File: config.mk
export PLATFORM = sky130hd
export DESIGN_NAME = subword_io_merger
export DESIGN_NICKNAME = d
export VERILOG_FILES = /design/src/rtl/subword_io_merger.sv
export SDC_FILE = /design/constraint.sdc
export NUM_CORES = 1
export LEC_CHECK = 0
export ABC_AREA = 1
export BUFFER_PORTS_ARGS = -buffer_cell sky130_fd_sc_hd__buf_2
export CORE_MARGIN = 2
export CORE_UTILIZATION = 40
export CTS_BUF_LIST = sky130_fd_sc_hd__clkbuf_8
export DETAILED_ROUTE_END_ITERATION = 12
export GPL_ROUTABILITY_DRIVEN = 0
export SETUP_SLACK_MARGIN = 0.4
export SLEW_MARGIN = 20
export SYNTH_ARGS = -nofsm -noshare
export SYNTH_HDL_FRONTEND = slang
export SYNTH_SLANG_ARGS = --single-unit
File: constraint.sdc
create_clock -name clk -period 5.03 [get_ports clk]
set_input_delay 0.2515 -clock clk [delete_from_list [all_inputs] [get_ports clk]]
set_output_delay 0.2515 -clock clk [all_outputs]
set_load 0.005 [all_outputs]
File: src/rtl/subword_io_merger.sv
module subword_io_merger (
  input  logic        clk,
  input  logic        rst_n,
  input  logic        host_valid,
  input  logic        host_write,
  input  logic [6:0]  host_addr,
  input  logic [2:0]  host_size,
  input  logic [31:0] host_wdata,
  output logic [31:0] host_rdata,
  output logic        host_rvalid,
  output logic        core_wr,
  output logic        core_rd,
  output logic [3:0]  core_idx,
  output logic        dma_wr,
  output logic        dma_rd,
  output logic [2:0]  dma_idx,
  output logic        bus_wr,
  output logic        bus_rd,
  output logic [31:0] tgt_wdata,
  input  logic [31:0] core_rdata,
  input  logic [31:0] dma_rdata,
  input  logic [31:0] bus_rdata
);

  localparam int LANES = 4;
  localparam int CORE_N = 16;
  localparam int DMA_N = 8;
  localparam logic [6:0] CORE_END = 7'h40;
  localparam logic [6:0] DMA_END  = 7'h60;
  localparam logic [6:0] BUS_ADDR = 7'h70;
  localparam logic [6:0] BUS_END  = 7'h74;

  logic [31:0] core_sh [CORE_N];
  logic [31:0] dma_sh [DMA_N];
  logic [31:0] bus_sh;

  logic              size_ok, wr_go, rd_go;
  logic [1:0]        off;
  logic [6:0]        word_addr;
  logic              in_core, in_dma, in_bus_w, in_bus_r;
  logic [LANES-1:0]  size_lanes, wr_lanes;
  logic [31:0]       wr_bits, rd_bits, wdata_sh, cur, rd_src;

  assign size_ok   = (host_size >= 3'd1) && (host_size <= 3'd4);
  assign wr_go     = host_valid & host_write & size_ok;
  assign rd_go     = host_valid & ~host_write & size_ok;
  assign off       = host_addr[1:0];
  assign word_addr = {host_addr[6:2], 2'b00};
  assign in_core   = word_addr < CORE_END;
  assign in_dma    = !in_core && (word_addr < DMA_END);
  assign in_bus_w  = word_addr == BUS_ADDR;
  assign in_bus_r  = host_addr == BUS_ADDR;

  assign core_idx = host_addr[5:2];
  assign dma_idx  = host_addr[4:2];
  assign core_wr  = wr_go & in_core;
  assign dma_wr   = wr_go & in_dma;
  assign bus_wr   = wr_go & in_bus_w;
  assign core_rd  = rd_go & in_core;
  assign dma_rd   = rd_go & in_dma;
  assign bus_rd   = rd_go & in_bus_r;

  assign size_lanes = 4'b1111 >> (3'd4 - host_size);
  assign wr_lanes   = size_lanes << off;

  for (genvar g = 0; g < LANES; g++) begin : g_lane
    assign wr_bits[8*g +: 8] = {8{wr_lanes[g]}};
    assign rd_bits[8*g +: 8] = {8{size_lanes[g]}};
  end

  assign wdata_sh = host_wdata << {off, 3'b000};

  always_comb begin
    if (in_core)                  cur = core_sh[core_idx];
    else if (in_dma)              cur = dma_sh[dma_idx];
    else if (word_addr < BUS_END) cur = bus_sh;
    else                          cur = '0;
  end

  assign tgt_wdata = (wdata_sh & wr_bits) | (cur & ~wr_bits);

  always_comb begin
    if (in_core)       rd_src = core_rdata;
    else if (in_dma)   rd_src = dma_rdata;
    else if (in_bus_r) rd_src = bus_rdata;
    else               rd_src = '0;
  end

  always_ff @(posedge clk) begin
    if (!rst_n) begin
      for (int i = 0; i < CORE_N; i++) core_sh[i] <= '0;
      for (int i = 0; i < DMA_N; i++) dma_sh[i] <= '0;
      bus_sh <= '0;
    end else begin
      if (core_wr) core_sh[core_idx] <= tgt_wdata;
      if (dma_wr)  dma_sh[dma_idx]   <= tgt_wdata;
      if (bus_wr)  bus_sh            <= tgt_wdata;
    end
  end

  always_ff @(posedge clk) begin
    if (!rst_n) begin
      host_rvalid <= 1'b0;
      host_rdata  <= '0;
    end else begin
      host_rvalid <= rd_go;
      if (rd_go) host_rdata <= (rd_src >> {off, 3'b000}) & rd_bits;
    end
  end

  p_one_target_r4: assert property (@(posedge clk) disable iff (!rst_n)
    $onehot0({core_wr, dma_wr, bus_wr, core_rd, dma_rd, bus_rd}));

  p_unmapped_zero_r4: assert property (@(posedge clk) disable iff (!rst_n)
    rd_go && !(core_rd || dma_rd || bus_rd) |=> host_rdata == 32'h0);

  p_full_pass_r5: assert property (@(posedge clk) disable iff (!rst_n)
    (core_wr || dma_wr || bus_wr) && host_size == 3'd4 && off == 2'd0 |-> tgt_wdata == host_wdata);

  p_accumulate_r7: assert property (@(posedge clk) disable iff (!rst_n)
    core_wr && $past(core_wr) && core_idx == $past(core_idx) && host_size == 3'd1 && off == 2'd0
    |-> tgt_wdata[31:8] == $past(tgt_wdata[31:8]));

  p_read_latency_r8: assert property (@(posedge clk) disable iff (!rst_n)
    rd_go |=> host_rvalid);

  p_bad_size_r9: assert property (@(posedge clk) disable iff (!rst_n)
    host_valid && !size_ok |-> !(core_wr || dma_wr || bus_wr || core_rd || dma_rd || bus_rd));

  p_bad_size_norv_r9: assert property (@(posedge clk) disable iff (!rst_n)
    !rd_go |=> !host_rvalid);

endmodule

==> run_summary.xml <==
<?xml version="1.0" encoding="UTF-8"?>
<metrics>
  <group name="status">
    <metric name="status" unit="">finished clean</metric>
  </group>
  <group name="clock_tree">
    <metric name="cts.clk_slew.worst_paths" unit="ps">60</metric>
    <metric name="cts_made_buffers" unit="">143</metric>
    <metric name="cts_setup_buffers" unit="">0</metric>
    <metric name="clock_tree.htree_level_count" unit="">4</metric>
    <metric name="cts_tree" unit="">built</metric>
    <metric name="cts.sinks" unit="">833</metric>
    <metric name="clkLatencyLatePin" unit="ps">840</metric>
    <metric name="cts-root-to-sink-buffers" unit="">3</metric>
    <metric name="cts_root_buffer" unit="">sky130_fd_sc_hd__clkbuf_8</metric>
  </group>
  <group name="power">
    <metric name="p_leak" unit="nW">19.9</metric>
    <metric name="power_density" unit="nW/µm²">338</metric>
    <metric name="ir_worst_vdd" unit="mV">0.192</metric>
  </group>
  <group name="route">
    <metric name="route.final.wire_length" unit="µm">138000</metric>
    <metric name="detailroute.via_count" unit="">33600</metric>
    <metric name="detail_route.iter0.violations" unit="">4106</metric>
    <metric name="drt_first_pass_iters" unit="">6</metric>
    <metric name="drt_drc_violations_left" unit="">0</metric>
    <metric name="via_per_inst" unit="">5.30</metric>
    <metric name="detail-route-antenna-nets" unit="">0</metric>
    <metric name="avgRoutedWirePerCell" unit="µm">21.8</metric>
  </group>
  <group name="finish">
    <metric name="number_of_nets_in_the_final_layout" unit="">5065</metric>
    <metric name="layout-drive-gt1-share" unit="%">11.1</metric>
    <metric name="post-route-util" unit="%">45.6</metric>
    <metric name="syn2layout_area_growth" unit="%">13.2</metric>
  </group>
  <group name="grt">
    <metric name="grt_max_degree" unit="">127</metric>
    <metric name="grt_remaining_overflow" unit="">0</metric>
    <metric name="top_usage_layer" unit="">met2</metric>
    <metric name="met3_resource_use_gr" unit="%">4.63</metric>
    <metric name="gr-usage-all-layers" unit="%">26.5</metric>
    <metric name="vias_in_the_first_global_route" unit="">31200</metric>
    <metric name="globalRouteMet1Util" unit="%">35.9</metric>
    <metric name="met2_usage" unit="%">42.2</metric>
    <metric name="grt_antenna_before_repair" unit="">7</metric>
    <metric name="wire_length_of_the_first_global_routing_pass" unit="µm">203000</metric>
  </group>
  <group name="sta">
    <metric name="final-setup-viol-count" unit="">0</metric>
    <metric name="fin_skew" unit="ps">62.3</metric>
    <metric name="worst-slew-pin-transition" unit="ps">1060</metric>
    <metric name="layout_worst_path_cycle_share" unit="%">83.6</metric>
    <metric name="post-route-min-period" unit="ps">4200</metric>
    <metric name="timing.setup.tns" unit="ps">0</metric>
    <metric name="maximum_frequency_from_static_timing_analysis" unit="MHz">238</metric>
    <metric name="rsz0062_at_grt" unit="">false</metric>
    <metric name="hold_viol" unit="">0</metric>
    <metric name="slew_headroom" unit="%">28.8</metric>
    <metric name="pins_over_their_slew_limit" unit="">0</metric>
  </group>
  <group name="die">
    <metric name="start_util" unit="%">40.3</metric>
    <metric name="dieWidth" unit="µm">321</metric>
    <metric name="die-area" unit="µm²">103000</metric>
    <metric name="io_pins" unit="">220</metric>
    <metric name="die_height" unit="µm">321</metric>
    <metric name="floorplan.rows" unit="">116</metric>
    <metric name="coreArea" unit="µm²">99900</metric>
  </group>
  <group name="setup_path">
    <metric name="worst_setup_path_end_kind" unit="">output pin</metric>
    <metric name="critical_path.max_fanout" unit="">38</metric>
    <metric name="cp-start-kind" unit="">primary input</metric>
    <metric name="worstSetupPathType" unit="">primary input to output pin</metric>
    <metric name="arrival" unit="ps">3950</metric>
    <metric name="required_time_of_the_worst_setup_path" unit="ps">4780</metric>
  </group>
  <group name="logic_synthesis">
    <metric name="synth.yosys.seq_area_share" unit="%">60.6</metric>
    <metric name="postSynthRegisterBits" unit="">833</metric>
    <metric name="synth_area" unit="µm²">40200</metric>
    <metric name="syn_inst" unit="">4729</metric>
    <metric name="postSynthNetCount" unit="">4876</metric>
    <metric name="syn_area_per_cell" unit="µm²">8.50</metric>
    <metric name="yosysUniqueCellTypes" unit="">29</metric>
    <metric name="synthesis.yosys.warnings" unit="">0</metric>
  </group>
  <group name="job">
    <metric name="timing.max_cap.violations" unit="">0</metric>
  </group>
  <group name="worst_hold_path">
    <metric name="hold_class" unit="">primary input to flip-flop</metric>
  </group>
  <group name="placed_design">
    <metric name="place.port_buffers" unit="">219</metric>
    <metric name="dp_hpwl" unit="µm">80000</metric>
  </group>
</metrics>
[through the flow]
step | hold WS (ps) | std cells | area (µm²) | total power [mW] | setup slack, ps
6_report | 39.6 | 6337 | 45500 | 15.4 | 827
5_1_grt | 61.1 | 6336 | 45500 | 15.9 | 700
4_1_cts | 1.05 | 6328 | 45500 | 15.4 | 953
3_5_place_dp | 455 | 6010 | 42300 | 9.78 | 966
3_3_place_gp | 450 | 6010 | 42300 | 9.77 | 961
2_1_floorplan | 458 | 4729 | 40200 | 9.05 | 2200
[layout make-up]
type                    instances  area [µm²]
fillers                      9645       54400
flip-flops and latches        833       24400
multi-input cells            3371       13600
repair buffers                394        2680
clock buffers                 150        2060
well taps                    1298        1620
inverters                     175         669
clock inverters               107         513
diodes                          9        22.5
[routing by layer]
| layer | routed length, µm | share of wire, % |
|---|---|---|
| met4 | 5370 | 3.9 |
| met1 | 56100 | 41 |
| met2 | 63900 | 46 |
| met3 | 13100 | 9.5 |
| met5 | 0 | 0 |
[cells in the final DEF (no fill, tap or decap), types with 8 or more instances in the layout]
cell type | Yosys | layout
sky130_fd_sc_hd__a21oi_1 | 89 | 89
sky130_fd_sc_hd__a31oi_1 | 16 | 16
sky130_fd_sc_hd__buf_12 | 0 | 8
sky130_fd_sc_hd__buf_2 | 169 | 217
sky130_fd_sc_hd__buf_4 | 17 | 106
sky130_fd_sc_hd__clkbuf_8 | 0 | 151
sky130_fd_sc_hd__clkinv_1 | 3 | 25
sky130_fd_sc_hd__clkinv_2 | 0 | 10
sky130_fd_sc_hd__dfxtp_1 | 65 | 65
sky130_fd_sc_hd__diode_2 | 0 | 9
sky130_fd_sc_hd__dlygate4sd3_1 | 0 | 61
sky130_fd_sc_hd__edfxtp_1 | 768 | 768
sky130_fd_sc_hd__inv_1 | 165 | 225
sky130_fd_sc_hd__nand2_1 | 2043 | 2043
sky130_fd_sc_hd__nand2_2 | 33 | 33
sky130_fd_sc_hd__nand3_1 | 128 | 128
sky130_fd_sc_hd__nand4_1 | 42 | 42
sky130_fd_sc_hd__nor2_1 | 838 | 832
sky130_fd_sc_hd__nor3_1 | 9 | 9
sky130_fd_sc_hd__o21ai_0 | 73 | 73
sky130_fd_sc_hd__o21ai_1 | 32 | 32
sky130_fd_sc_hd__o22ai_1 | 46 | 46
[synth_stat cells]
cell type	n	area, µm²
sky130_fd_sc_hd__nand2_1	2043	7670
sky130_fd_sc_hd__nor2_1	838	3150
sky130_fd_sc_hd__edfxtp_1	768	23100
sky130_fd_sc_hd__buf_2	169	846
sky130_fd_sc_hd__inv_1	165	619
sky130_fd_sc_hd__clkbuf_1	135	507
sky130_fd_sc_hd__nand3_1	128	641
sky130_fd_sc_hd__a21oi_1	89	445
sky130_fd_sc_hd__o21ai_0	73	365
sky130_fd_sc_hd__dfxtp_1	65	1300
sky130_fd_sc_hd__o22ai_1	46	288
sky130_fd_sc_hd__nand4_1	42	263
sky130_fd_sc_hd__nand2_2	33	206
sky130_fd_sc_hd__o21ai_1	32	160
sky130_fd_sc_hd__buf_1	21	78.8
sky130_fd_sc_hd__buf_4	17	128
sky130_fd_sc_hd__a31oi_1	16	100
sky130_fd_sc_hd__nor3_1	9	45.0
sky130_fd_sc_hd__buf_6	8	90.1
sky130_fd_sc_hd__inv_2	7	26.3
sky130_fd_sc_hd__nand3b_1	7	52.6
sky130_fd_sc_hd__ha_1	5	62.6
sky130_fd_sc_hd__clkinv_1	3	11.3
sky130_fd_sc_hd__nor2_4	3	33.8
sky130_fd_sc_hd__nor2_2	2	12.5
sky130_fd_sc_hd__o221ai_1	2	17.5
sky130_fd_sc_hd__nor4_1	1	6.26
sky130_fd_sc_hd__o21bai_1	1	7.51
sky130_fd_sc_hd__or2_2	1	6.26
[critical path: stages]
cell and delay (ps):
sky130_fd_sc_hd__buf_2 500, sky130_fd_sc_hd__inv_2 360, sky130_fd_sc_hd__nor2_4 440, sky130_fd_sc_hd__nand2_1 90
sky130_fd_sc_hd__nand3_1 660, sky130_fd_sc_hd__o21ai_0 600, sky130_fd_sc_hd__nand2_2 650, sky130_fd_sc_hd__inv_1 170
sky130_fd_sc_hd__buf_2 170
[what timing repair did]
| item | 4_1_cts | 5_1_grt |
|---|---|---|
| resized for setup | 0 | 0 |
| endpoints found under the hold margin | 33 | 0 |
| hold buffers | 61 | 0 |
[path summary, 6_finish.rpt]
check,startpoint,slack (ps),cells past startpoint,endpoint
worst min register to register,host_rdata[18],470,2,host_rdata[18]
worst min-delay path,bus_rdata[26],40,7,host_rdata[18]
worst max register to register,core_sh[5][18],2340,11,core_sh[9][18]
worst max-delay path,host_addr[0],830,9,tgt_wdata[30]
[registers in the layout, summed over array words and instances (netlist names)]
register and count:
core_sh 512, dma_sh 256, bus_sh 32, host_rvalid 1
host_rdata 32
[cells by family after synthesis]
family          after synthesis  share of synthesized area, %
compound gates              259                          3.44
simple gates               3107                          30.1
flops                       833                          60.6
fa+ha+maj                     5                         0.156
buf+inv                     525                          5.74
[power breakdown]
part / internal, mW / switching [mW] / total [mW] / leakage [nW]
registers: 7.77 / 0.0562 / 7.82 / 8.44
logic: 0.442 / 1.43 / 1.87 / 9.92
clock network: 2.79 / 2.91 / 5.69 / 1.53
total: 11.0 / 4.39 / 15.4 / 19.9
(Power assumes the default switching activity.)
